==> src/rtl/tick_timer_pkg.sv <==
// Shared register selects and control-word bit positions for the tick timer.
// Assumes a 32-bit data path with counts packed as {period count, interval}.
package tick_timer_pkg;

    typedef enum logic [1:0] {
        REG_MODE   = 2'd0,
        REG_STATUS = 2'd1,
        REG_VALUE  = 2'd2,
        REG_IMAGE  = 2'd3
    } reg_sel_e;

    localparam int BUS_W   = 32;
    localparam int RUN_BIT = 24;
    localparam int IEN_BIT = 25;

endpackage

==> src/rtl/tick_prescaler.sv <==
// Fixed power-of-two clock divider producing a one-cycle strobe.
// Assumes run_i is registered; the divider is held at zero while run_i is low.
module tick_prescaler #(
    parameter int PRE_LOG2 = 4
) (
    input  logic clk,
    input  logic rst_n,
    input  logic run_i,
    output logic strobe_o
);

    generate
        if (PRE_LOG2 == 0) begin : g_bypass
            // No division: every running cycle is a strobe.
            assign strobe_o = run_i;
        end else begin : g_divide
            logic [PRE_LOG2-1:0] div_q;

            // Free-running divider, cleared while stopped.
            always_ff @(posedge clk) begin
                if (!rst_n || !run_i) div_q <= '0;
                else                  div_q <= div_q + 1'b1;
            end

            assign strobe_o = run_i && (&div_q);

            p_strobe_sparse_r1: assert property (@(posedge clk) disable iff (!rst_n)
                strobe_o |=> !strobe_o);
        end
    endgenerate

endmodule

==> src/rtl/tick_interval_counter.sv <==
// Interval counter: advances on each prescaler strobe and wraps at the period.
// Assumes period_i is stable between writes; a period of 0 acts like 1.
module tick_interval_counter #(
    parameter int CNT_W = 20
) (
    input  logic             clk,
    input  logic             rst_n,
    input  logic             run_i,
    input  logic             tick_i,
    input  logic [CNT_W-1:0] period_i,
    output logic [CNT_W-1:0] count_o,
    output logic             elapse_o
);

    logic [CNT_W-1:0] count_q;
    logic [CNT_W:0]   next_w;
    logic             wrap_w;

    assign next_w   = {1'b0, count_q} + 1'b1;
    assign wrap_w   = tick_i && (next_w >= {1'b0, period_i});
    assign elapse_o = wrap_w;
    assign count_o  = count_q;

    // Count strobes; restart at the period; clear while stopped.
    always_ff @(posedge clk) begin
        if (!rst_n)       count_q <= '0;
        else if (!run_i)  count_q <= '0;
        else if (wrap_w)  count_q <= '0;
        else if (tick_i)  count_q <= next_w[CNT_W-1:0];
    end

    p_hold_between_ticks_r1: assert property (@(posedge clk) disable iff (!rst_n)
        (run_i && !tick_i) |=> (count_q == $past(count_q)));

    p_restart_after_elapse_r2: assert property (@(posedge clk) disable iff (!rst_n)
        elapse_o |=> (count_q == '0));

    p_stopped_is_zero_r9: assert property (@(posedge clk) disable iff (!rst_n)
        !run_i |=> (count_q == '0));

endmodule

==> src/rtl/tick_period_tracker.sv <==
// Pending flag and elapsed-period counter with acknowledge handling.
// Assumes ack_i is a single-cycle read strobe; a coincident elapse wins over clearing.
module tick_period_tracker #(
    parameter int PCNT_W = 12
) (
    input  logic              clk,
    input  logic              rst_n,
    input  logic              ack_i,
    input  logic              elapse_i,
    output logic              pending_o,
    output logic [PCNT_W-1:0] pcount_o
);

    logic              pending_q;
    logic [PCNT_W-1:0] pcount_q;

    // Track periods since last acknowledge.
    always_ff @(posedge clk) begin
        if (!rst_n) begin
            pending_q <= 1'b0;
            pcount_q  <= '0;
        end else if (ack_i && elapse_i) begin
            pending_q <= 1'b1;
            pcount_q  <= PCNT_W'(1);
        end else if (ack_i) begin
            pending_q <= 1'b0;
            pcount_q  <= '0;
        end else if (elapse_i) begin
            pending_q <= 1'b1;
            pcount_q  <= pcount_q + 1'b1;
        end
    end

    assign pending_o = pending_q;
    assign pcount_o  = pcount_q;

    p_step_on_elapse_r3: assert property (@(posedge clk) disable iff (!rst_n)
        (elapse_i && !ack_i) |=> (pending_q && pcount_q == PCNT_W'($past(pcount_q) + 1'b1)));

    p_ack_clears_r4: assert property (@(posedge clk) disable iff (!rst_n)
        (ack_i && !elapse_i) |=> (!pending_q && pcount_q == '0));

    p_idle_holds_r5: assert property (@(posedge clk) disable iff (!rst_n)
        (!ack_i && !elapse_i) |=> ($stable(pending_q) && $stable(pcount_q)));

    p_same_edge_kept_r8: assert property (@(posedge clk) disable iff (!rst_n)
        (ack_i && elapse_i) |=> (pending_q && pcount_q == PCNT_W'(1)));

endmodule

==> src/rtl/tick_interval_timer.sv <==
// Top of the periodic tick timer: control register, read mux and interrupt.
// Assumes CNT_W + PCNT_W equals the 32-bit bus and CNT_W stays below the run bit.
module tick_interval_timer #(
    parameter int CNT_W    = 20,
    parameter int PCNT_W   = 12,
    parameter int PRE_LOG2 = 4
) (
    input  logic        clk,
    input  logic        rst_n,
    input  logic        wr_en,
    input  logic        rd_en,
    input  logic [1:0]  addr,
    input  logic [31:0] wdata,
    output logic [31:0] rdata,
    output logic        irq
);
    import tick_timer_pkg::*;

    localparam int CNT_HI = CNT_W + PCNT_W - 1;

    reg_sel_e          sel_w;
    logic [CNT_W-1:0]  period_q;
    logic              run_q;
    logic              ien_q;
    logic              strobe_w;
    logic              elapse_w;
    logic              ack_w;
    logic              mode_wr_w;
    logic              pending_w;
    logic [CNT_W-1:0]  count_w;
    logic [PCNT_W-1:0] pcount_w;
    logic              unused_wbits;

    assign sel_w        = reg_sel_e'(addr);
    assign ack_w        = rd_en && (sel_w == REG_VALUE);
    assign mode_wr_w    = wr_en && (sel_w == REG_MODE);
    assign unused_wbits = ^{wdata[31:IEN_BIT+1], wdata[RUN_BIT-1:CNT_W]};

    // Control register capture.
    always_ff @(posedge clk) begin
        if (!rst_n) begin
            period_q <= '0;
            run_q    <= 1'b0;
            ien_q    <= 1'b0;
        end else if (mode_wr_w) begin
            period_q <= wdata[CNT_W-1:0];
            run_q    <= wdata[RUN_BIT];
            ien_q    <= wdata[IEN_BIT];
        end
    end

    tick_prescaler #(.PRE_LOG2(PRE_LOG2)) i_pre (
        .clk      (clk),
        .rst_n    (rst_n),
        .run_i    (run_q),
        .strobe_o (strobe_w)
    );

    tick_interval_counter #(.CNT_W(CNT_W)) i_cnt (
        .clk      (clk),
        .rst_n    (rst_n),
        .run_i    (run_q),
        .tick_i   (strobe_w),
        .period_i (period_q),
        .count_o  (count_w),
        .elapse_o (elapse_w)
    );

    tick_period_tracker #(.PCNT_W(PCNT_W)) i_trk (
        .clk       (clk),
        .rst_n     (rst_n),
        .ack_i     (ack_w),
        .elapse_i  (elapse_w),
        .pending_o (pending_w),
        .pcount_o  (pcount_w)
    );

    // Read mux, combinational from the select.
    always_comb begin
        rdata = '0;
        case (sel_w)
            REG_MODE: begin
                rdata[CNT_W-1:0] = period_q;
                rdata[RUN_BIT]   = run_q;
                rdata[IEN_BIT]   = ien_q;
            end
            REG_STATUS: rdata[0] = pending_w;
            default: begin
                rdata[CNT_W-1:0]    = count_w;
                rdata[CNT_HI:CNT_W] = pcount_w;
            end
        endcase
    end

    assign irq = pending_w && ien_q;

    p_irq_held_until_ack_r7: assert property (@(posedge clk) disable iff (!rst_n)
        (irq && !ack_w && !mode_wr_w) |=> irq);

endmodule

==> config.mk <==
export PLATFORM = sky130hd
export DESIGN_NAME = tick_interval_timer
export DESIGN_NICKNAME = d
export VERILOG_FILES = /design/src/rtl/tick_timer_pkg.sv /design/src/rtl/tick_prescaler.sv /design/src/rtl/tick_interval_counter.sv /design/src/rtl/tick_period_tracker.sv /design/src/rtl/tick_interval_timer.sv
export SDC_FILE = /design/constraint.sdc
export NUM_CORES = 1
export LEC_CHECK = 0
export ABC_CLOCK_PERIOD_IN_PS = 4700
export BUFFER_PORTS_ARGS = -buffer_cell sky130_fd_sc_hd__buf_2
export CAP_MARGIN = 20
export CORE_MARGIN = 2
export CORE_UTILIZATION = 45
export DETAILED_ROUTE_END_ITERATION = 6
export GPL_TIMING_DRIVEN = 0
export PLACE_DENSITY_LB_ADDON = 0.3
export SETUP_SLACK_MARGIN = 0.5
export SLEW_MARGIN = 20
export SYNTH_ARGS = -nofsm -noshare
export SYNTH_HDL_FRONTEND = slang
export SYNTH_SLANG_ARGS = --single-unit
==> constraint.sdc <==
create_clock -name clk -period 4.7 [get_ports clk]
set_clock_uncertainty 0.1 [all_clocks]
set_input_delay 0.47 -clock clk [delete_from_list [all_inputs] [get_ports clk]]
set_output_delay 0.47 -clock clk [all_outputs]
set_load 0.05 [all_outputs]
==> impl_metrics.json, run 1 <==
{
  "ys_top_cells_by_area": "dfxtp_1 (31%), nand2_1 (11%), ha_1 (7.4%), a21boi_0 (4.7%), o31ai_1 (3.9%)",
  "path_max_fanout": 10,
  "status": "completed",
  "grtUsageTotal_pct": 22.8,
  "vias_per_cell": 5.70,
  "ant_nets": 0,
  "relSlewSlack_pct": 58.8,
  "setup_viol": 0,
  "required_ns": 4.85,
  "area_growth_syn_to_layout_pct": 15.2,
  "r2r_slack_ns": 0.74,
  "grt_start_max_net_pins": 11,
  "syn_nets": 577,
  "numPortBuffers": 59,
  "cts_sinks": 59,
  "slew_viol_final": 0,
  "reg2reg_from": "i_cnt.count_o[0]",
  "postCtsHoldBufs": 0,
  "crit_path_end_kind": "flip-flop",
  "hold_depth": 3,
  "dieArea_um2": 9350,
  "hold_end": "period_q[9]",
  "r2r-end": "i_cnt.count_o[0]",
  "dr.pass1.iters": 5,
  "timing.hold.ws_ns": 0.272,
  "htree_levels": 3,
  "min-delay-start": "wdata[9]",
  "ys_warn_count": 0,
  "synth_cell_type_count": 41,
  "dieHeight_um": 96.7,
  "p_leak_nw": 1.77,
  "rows": 33,
  "postSynthCellCount": 516,
  "rsz0062_at_grt": "false",
  "numCtsBuffers": 9,
  "nNetsFinal": 647,
  "synthTopCellsByCount": "nand2_1 (113), dfxtp_1 (59), nand3_1 (26)",
  "grt_most_used_layer": "met2",
  "drtIter0Drc": 292,
  "drive_above_1_share_pct": 15.1,
  "grt_overflow": 0,
  "hold_class": "input port to flip-flop",
  "yosys_register_bits": 59,
  "drv_cap": 0,
  "use_met1_pct": 29.9,
  "place_ws_ns": 0.734,
  "rr_worst_depth": 13,
  "grt_use_met3_pct": 4.12,
  "grt_first_pass_wirelength_um": 17900,
  "cts.root.buffer_cell": "clkbuf_8",
  "pin_count": 71,
  "clockBufferDepth": 2,
  "hold_viol": 0,
  "antenna_found_initial": 0,
  "tns_ns": 0,
  "routed_wirelength_um": 10600,
  "async_flop_share_pct": 0,
  "clock_latency_ns": 0.34,
  "yosysSeqAreaShare_pct": 30.6,
  "die_w_um": 96.7,
  "avgSynthCellArea_um2": 7.49,
  "path_clk_slew_ns": 0.07,
  "use_met2_pct": 37.8,
  "vias": 3957,
  "post-route-period-util_pct": 84.3,
  "power.total_mw": 1.02,
  "coreArea_um2": 8260,
  "grt_pass1_vias": 3818,
  "power_density_nw_per_um2": 230,
  "max_freq_mhz": 252,
  "peakVddDrop_v": 0.000151,
  "setup_ws_ns": 0.736,
  "gp_congestion": 0.914,
  "wire_per_inst_um": 15.3,
  "synth_top_flop_cell": "dfxtp_1",
  "min_period_ns": 3.96,
  "synthesis.area_um2": 3860,
  "drc": 0,
  "synth_top_area_cell": "dfxtp_1",
  "yosys.cell_count.top_type": "nand2_1",
  "antenna_cells": 0,
  "fin_area_um2": 4450,
  "synth_top_area_share_pct": 30.6,
  "place_area_um2": 4290,
  "cts_tree": "built",
  "dpl.hpwl_um": 8110,
  "start_kind": "flip-flop",
  "start_util_pct": 46.8,
  "worst_pin_slew_ns": 0.618,
  "critPathKind": "flip-flop to flip-flop",
  "synth-edff-count": 0,
  "cp_data_arrival_time_ns": 4.11
}
flip-flops by register name (all words and copies together) (netlist names):
register	count
i_cnt.count_o	20
i_pre.g_divide.div_q	4
i_trk.pcount_o	12
i_trk.pending_o	1
ien_q	1
period_q	20
run_q	1
worst max path at each step:
stage	from	to	slack [ns]	cells after the start
3_5_place_dp	i_cnt.count_o[0]	i_trk.pcount_o[1]	0.73	13
2_1_floorplan	i_cnt.count_o[0]	i_cnt.count_o[10]	1.50	14
3_3_place_gp	i_cnt.count_o[0]	i_cnt.count_o[0]	0.78	13
4_1_cts	i_cnt.count_o[0]	i_cnt.count_o[5]	0.70	14
6_report	i_cnt.count_o[0]	i_cnt.count_o[0]	0.74	13
5_1_grt	i_cnt.count_o[0]	i_cnt.count_o[12]	0.52	14
per-stage QoR:
step                      std cells  util [%]
after floorplan                 516         -
after detailed placement        680      52.0
after global placement          680      52.0
final                           694      53.9
after CTS                       694      53.9
after global routing            694      53.9
metal layers:
metal | vias up | part of all wire (%)
li1 | 1941 | -
met1 | 1856 | 45
met5 | - | 0
met3 | 22 | 6.3
met4 | 0 | 1.9
met2 | 138 | 47
cells by family (layout without fill, tap and decap cells):
kind of cell,count (synthesis),in the layout,share of synthesized area [%]
buffers and inverters,59,132,6.38
muxes,13,13,3.37
DFF,59,59,30.6
and+or+nand+nor,244,244,30.6
xor gates and xnor gates,20,20,4.53
AOI/OAI and AO/OA,98,98,17.1
adders and majority gates,23,23,7.45
report_power, final:
part           switching [mW]  total (mW)  internal [mW]
clock network           0.209       0.392          0.183
registers             0.00372       0.510          0.506
logic                  0.0825       0.121         0.0384
critical path, stage by stage (launching register included):
cell	delay, ns
dfxtp_1	0.50
ha_1	0.31
nand3_1	0.29
nor2_2	0.29
nand3_1	0.21
xnor2_1	0.18
ha_1	0.30
a21o_1	0.16
a21o_1	0.16
a22o_1	0.23
a221oi_2	0.46
buf_2	0.32
nand3_1	0.14
o31ai_1	0.23
timing repair:
action	CTS	global route
resized for setup	0	3
endpoints found under the setup margin	0	10
setup buffers	0	0
endpoints found under the hold margin	0	0
layout by cell type, fill, tap and decap left out, drive strengths merged, types with 11 or more instances in the layout:
cell type,count
dfxtp,59
xnor2,11
o31ai,20
nand2b,13
nand3,26
clkbuf,34
buf,73
nor2,16
inv,20
and2,16
and3,11
ha,23
nand2,113
nand4,22
mux2i,13
a21oi,24
a21boi,24
final cells by class:
class	instances	area (um2)
Buffer	39	173
Clock buffer	9	124
Clock inverter	5	32.5
Fill cell	827	3810
Inverter	20	75.1
Multi-Input combinational cell	398	2440
Sequential cell	59	1180
Tap cell	105	131
Timing Repair Buffer	59	295
Note: power is estimated with default switching activity, not from simulation.
==> run 2, diff against run 1 <==
- ABC_CLOCK_PERIOD_IN_PS: 4700 -> 3900
- clock period: 4.7 -> 3.9 ns (I/O delays scaled with it)
==> impl_metrics.json, run 2 (same netlist as run 1, synthesis figures left out) <==
{
  "status": "completed",
  "wire_per_inst_um": 15.8,
  "r2r-end": "i_trk.pcount_o[2]",
  "hold_class": "input port to flip-flop",
  "dp.cells": 680,
  "hold_depth": 3,
  "die_w_um": 96.7,
  "antenna_cells": 0,
  "dr.pass1.iters": 5,
  "dieHeight_um": 96.7,
  "ant_nets": 0,
  "dieArea_um2": 9350,
  "r2r_slack_ns": 0.56,
  "antenna_found_initial": 0,
  "clock_latency_ns": 0.34,
  "reg2reg_from": "i_cnt.count_o[0]",
  "critPathKind": "flip-flop to flip-flop",
  "final_cell_mix": "nand2_1 (113), buf_2 (62), dfxtp_1 (55), nand3_1 (23), a21boi_0 (23)",
  "nNetsFinal": 662,
  "vias_per_cell": 5.72,
  "slowest_delay_ns": 0.39,
  "postCtsHoldBufs": 0,
  "grt_start_max_net_pins": 11,
  "met3WireLength_um": 717,
  "drtIter0Drc": 309,
  "path_max_fanout": 7,
  "drive_above_1_share_pct": 21.7,
  "wl_met1_um": 5000,
  "area_growth_syn_to_layout_pct": 22.9,
  "layout_commonest_cell": "nand2_1",
  "slew_viol_final": 0,
  "relSlewSlack_pct": 58.0,
  "grt_pass1_vias": 3859,
  "drv_cap": 0,
  "numPortBuffers": 59,
  "gp_congestion": 0.914,
  "clockBufferDepth": 2,
  "cts.root.buffer_cell": "clkbuf_8",
  "post-route-period-util_pct": 85.7,
  "path_clk_slew_ns": 0.07,
  "vias": 4058,
  "grt_overflow": 0,
  "rows": 33,
  "htree_levels": 3,
  "critPathTopFamily": "simple AND/OR/NAND/NOR gates",
  "min_period_ns": 3.34,
  "grtUsageTotal_pct": 23.0,
  "rr_worst_depth": 16,
  "crit_path_end_kind": "flip-flop",
  "start_util_pct": 46.8,
  "cts_sinks": 59,
  "critical_path_buf_inv_count": 4,
  "max_freq_mhz": 299,
  "critPathSlowestCell": "dfxtp_4",
  "setup_viol": 0,
  "power_density_nw_per_um2": 265,
  "peakVddDrop_v": 0.000184,
  "pin_count": 71,
  "required_ns": 4.06,
  "top_layer_used": "met4",
  "min-delay-start": "wdata[9]",
  "hold_viol": 0,
  "place_ws_ns": -0.0660,
  "start_kind": "flip-flop",
  "cp_data_arrival_time_ns": 3.51,
  "cts_tree": "built",
  "path_cells": "ha_4, and3_4, nand4_1, nor2_2, buf_4, xnor2_1, ha_1, nand4_1, nor4_1, and2_1, a221oi_4, buf_6, buf_4, buf_2, a21oi_1, mux2i_1",
  "rsz0062_at_grt": "true",
  "nFillCells": 781,
  "worst_pin_slew_ns": 0.630,
  "p_leak_nw": 1.87,
  "routed_wirelength_um": 11200,
  "coreArea_um2": 8260,
  "dpl.hpwl_um": 8110,
  "numCtsBuffers": 9,
  "hold_end": "period_q[9]",
  "grt_first_pass_wirelength_um": 18100,
  "setup_ws_ns": 0.559,
  "drc": 0,
  "stdcell_count": 709,
  "dr_wl_met2_um": 5300
}
[run 2: cell type report]
class                           instances  area (um2)  area share [%]
Inverter                               20        75.1            1.58
Buffer                                 39         221            4.66
Sequential cell                        59        1190            25.1
Timing Repair Buffer                   74         409            8.61
Clock inverter                          5        32.5           0.685
Tap cell                              105         131            2.77
Clock buffer                            9         124            2.61
Multi-Input combinational cell        398        2560            54.0
[run 2: worst max path at each step]
stage,from,end,slack (ns),cells past startpoint
detailed placement,i_cnt.count_o[0],i_trk.pcount_o[1],-0.07,13
CTS,i_cnt.count_o[0],i_cnt.count_o[5],0.51,14
global route,i_cnt.count_o[1],i_trk.pcount_o[7],0.42,16
finish,i_cnt.count_o[0],i_trk.pcount_o[2],0.56,16
floorplan,i_cnt.count_o[0],i_cnt.count_o[10],0.70,14
global placement,i_cnt.count_o[0],i_cnt.count_o[0],-0.02,13
[run 2: timing repair]
item                                    CTS  global route
resized for setup                        19            45
gates cloned                              0             1
endpoints found under the setup margin   33            29
setup buffers                             1            13
pin swaps                                 2            16
endpoints found under the hold margin     0             0
[run 2: per-stage QoR]
step	setup TNS, ns	util (%)	hold slack, ns	area [um2]	total power, mW
after global placement	-0.0494	52.0	0.332	4290	0.768
after floorplan	0	-	0.318	3860	0.722
after CTS	0	54.9	0.190	4530	1.24
final	0	57.5	0.190	4750	1.26
after detailed placement	-0.571	52.0	0.350	4290	0.772
after global routing	0	57.5	0.212	4750	1.31
[run 2: metal layers]
metal  global-route usage [%]  vias up
met5                        0        -
met1                     30.2     1903
li1                         -     1972
met2                     37.7      155
met4                     8.45        0
met3                     4.41       28
[run 2: tightest hold or removal path: stages]
cell	delay, ns
buf_2	0.09
nand2_1	0.04
a21boi_0	0.06
[run 2: power by group]
| part | switching, mW | total (mW) | leakage (nW) | internal (mW) |
|---|---|---|---|---|
| combinational | 0.113 | 0.178 | 1.32 | 0.0653 |
| sequential | 0.00452 | 0.613 | 0.479 | 0.609 |
| clock | 0.248 | 0.469 | 0.0730 | 0.220 |
| total | 0.365 | 1.26 | 1.87 | 0.894 |
==> run 3, diff against run 2 <==
- SYNTH_HIERARCHICAL: default -> 1
==> impl_metrics.json, run 3 <==
{
  "avgSynthCellArea_um2": 7.93,
  "ys_warn_count": 6,
  "fin_area_um2": 5180,
  "synth_top_area_cell": "dfxtp_1",
  "cts_tree": "built",
  "start_kind": "flip-flop",
  "rsz0062_at_grt": "true",
  "nFillCells": 779,
  "p_clk_share_pct": 43.5,
  "grtUsageTotal_pct": 23.8,
  "drive_above_1_share_pct": 30.0,
  "cts_sinks": 59,
  "syn_nets": 562,
  "yosys_register_bits": 59,
  "power_density_nw_per_um2": 276,
  "layout_commonest_cell": "nand2_1",
  "timing.hold.ws_ns": 0.185,
  "path_cells": "buf_6, and4_4, and4_4, buf_6, nand3_4, xnor2_2, ha_1, nand4_1, buf_4, nand3b_1, and4_4, buf_8, a21oi_4, buf_6, nand4_4, or4_1, a21oi_1",
  "setup_ws_ns": 0.233,
  "coreArea_um2": 8640,
  "hold_viol": 0,
  "critPathSlowestCell": "or4_1",
  "p_int_mw": 1.06,
  "path_clk_slew_ns": 0.07,
  "required_ns": 4.08,
  "place_area_um2": 4460,
  "max_freq_mhz": 273,
  "numPortBuffers": 60,
  "critPathKind": "flip-flop to flip-flop",
  "synthTopCellsByCount": "nand2_1 (91), dfxtp_1 (59), inv_1 (26), mux2i_1 (26)",
  "synth_top_flop_cell": "dfxtp_1",
  "clockBufferDepth": 2,
  "post-route-period-util_pct": 94.0,
  "drc": 0,
  "clock_latency_ns": 0.34,
  "dpl.hpwl_um": 8240,
  "wire_per_inst_um": 16.1,
  "slew_viol_final": 0,
  "p_comb_share_pct": 13.4,
  "yosysSeqAreaShare_pct": 29.7,
  "utilization_pct": 60.0,
  "cp_data_arrival_time_ns": 3.85,
  "antenna_cells": 0,
  "synth_top_area_share_pct": 29.7,
  "tns_ns": 0,
  "grt_first_pass_wirelength_um": 18500,
  "gp_congestion": 0.889,
  "vias_per_cell": 5.59,
  "synth-edff-count": 0,
  "dieArea_um2": 9600,
  "min_period_ns": 3.67,
  "hold_class": "input port to flip-flop",
  "async_flop_share_pct": 0,
  "area_growth_syn_to_layout_pct": 30.4,
  "start_util_pct": 46.0,
  "yosys.cell_count.top_type": "nand2_1",
  "worst_pin_slew_ns": 0.624,
  "drtIter0Drc": 186,
  "ant_nets": 0,
  "peakVddDrop_v": 0.000194,
  "postCtsHoldBufs": 0,
  "dr.pass1.iters": 4,
  "final_cell_mix": "nand2_1 (89), buf_2 (65), dfxtp_1 (48), buf_4 (33)",
  "antenna_found_initial": 0,
  "slowest_delay_ns": 0.49,
  "synthesis.area_um2": 3980,
  "place_ws_ns": -0.0973,
  "relSlewSlack_pct": 58.4,
  "crit_path_end_kind": "flip-flop",
  "cts.root.buffer_cell": "clkbuf_8",
  "setup_viol": 0,
  "p_sw_mw": 0.368,
  "grt_overflow": 0,
  "dieHeight_um": 98.0,
  "p_seq_share_pct": 43.1,
  "numCtsBuffers": 9,
  "p_leak_nw": 2.13,
  "synth_cell_type_count": 56,
  "path_max_fanout": 5,
  "status": "completed",
  "pin_count": 71,
  "routed_wirelength_um": 11600,
  "postSynthCellCount": 501,
  "ys_top_cells_by_area": "dfxtp_1 (30%), nand2_1 (8.6%), ha_1 (7.2%), mux2i_1 (6.5%), nand2b_1 (3.9%)",
  "vias": 4018,
  "nNetsFinal": 668,
  "drv_cap": 0,
  "die_w_um": 98.0,
  "htree_levels": 3,
  "grt_pass1_vias": 3999,
  "grt_start_max_net_pins": 12,
  "switching_share_pct": 25.8,
  "rows": 34
}
[run 3: changes by cell type in the layout (fill, tap and decap cells not counted), sizes merged, moves of 9 or more]
cell / change
o21ai: +21
nand2: -22
clkbuf: -10
a21boi: -24
nand2b: +12
o31ai: -14
buf: +25
nand4: -12
a31oi: -9
mux2i: +13
[run 3: power by group through the flow]
stage | clock [mW] | combinational [mW] | sequential (mW)
finish | 0.622 | 0.191 | 0.616
global placement | 0 | 0.137 | 0.633
detailed placement | 0 | 0.140 | 0.633
CTS | 0.631 | 0.162 | 0.617
floorplan | 0 | 0.0945 | 0.629
global route | 0.657 | 0.206 | 0.617
[run 3: what timing repair did]
action,in CTS,in global routing
pin swaps,21,21
setup buffers,24,11
resized for setup,37,21
setup endpoints to repair,15,22
[run 3: critical path: cells and delay by family, from the launching register on]
| kind | cells | cell delay, ns |
|---|---|---|
| simple gates | 8 | 1.77 |
| fa+ha+maj | 1 | 0.32 |
| compound gates | 2 | 0.24 |
| xor+xnor | 1 | 0.16 |
| flops | 1 | 0.33 |
| buf+inv | 5 | 0.67 |
[run 3: metal layers]
metal / GRT usage (%) / wire, um
met1: 28.9 / 4760
met2: 41.0 / 5730
met3: 5.01 / 727
met4: 9.72 / 386
met5: 0 / 0
[run 3: cells by family after synthesis]
family                   synth area share (%)
multiplexers                             6.55
XOR/XNOR                                 5.07
AND/OR/NAND/NOR                          31.3
flip-flops                               29.7
buffers and inverters                    7.18
adder cells (fa/ha/maj)                  7.24
AO/OA/AOI/OAI                            13.0
[run 3: per-stage QoR]
stage	power, mW	std cells
after floorplan	0.724	501
after global placement	0.770	669
after detailed placement	0.773	669
after CTS	1.41	708
after global routing	1.48	719
final	1.43	719
[run 3: final timing paths]
| kind | startpoint | end | slack [ns] | cells past startpoint |
|---|---|---|---|---|
| setup / recovery | i_cnt/count_o[4] | i_trk/pcount_o[9] | 0.23 | 17 |
| hold / removal | wdata[0] | period_q[0] | 0.18 | 3 |
| setup reg to reg | i_cnt/count_o[4] | i_trk/pcount_o[9] | 0.23 | 17 |
| hold reg to reg | i_pre/g_divide.div_q[0] | i_pre/g_divide.div_q[0] | 0.36 | 1 |
[run 3: layout make-up]
cell class                      instances  area [um2]  area share [%]
Tap cell                              108         135            2.61
Timing Repair Buffer                   95         578            11.2
Clock inverter                          5        77.6            1.50
Clock buffer                           10         138            2.66
Inverter                               26        97.6            1.88
Sequential cell                        59        1200            23.2
Buffer                                 32         214            4.13
Multi-Input combinational cell        384        2740            52.8
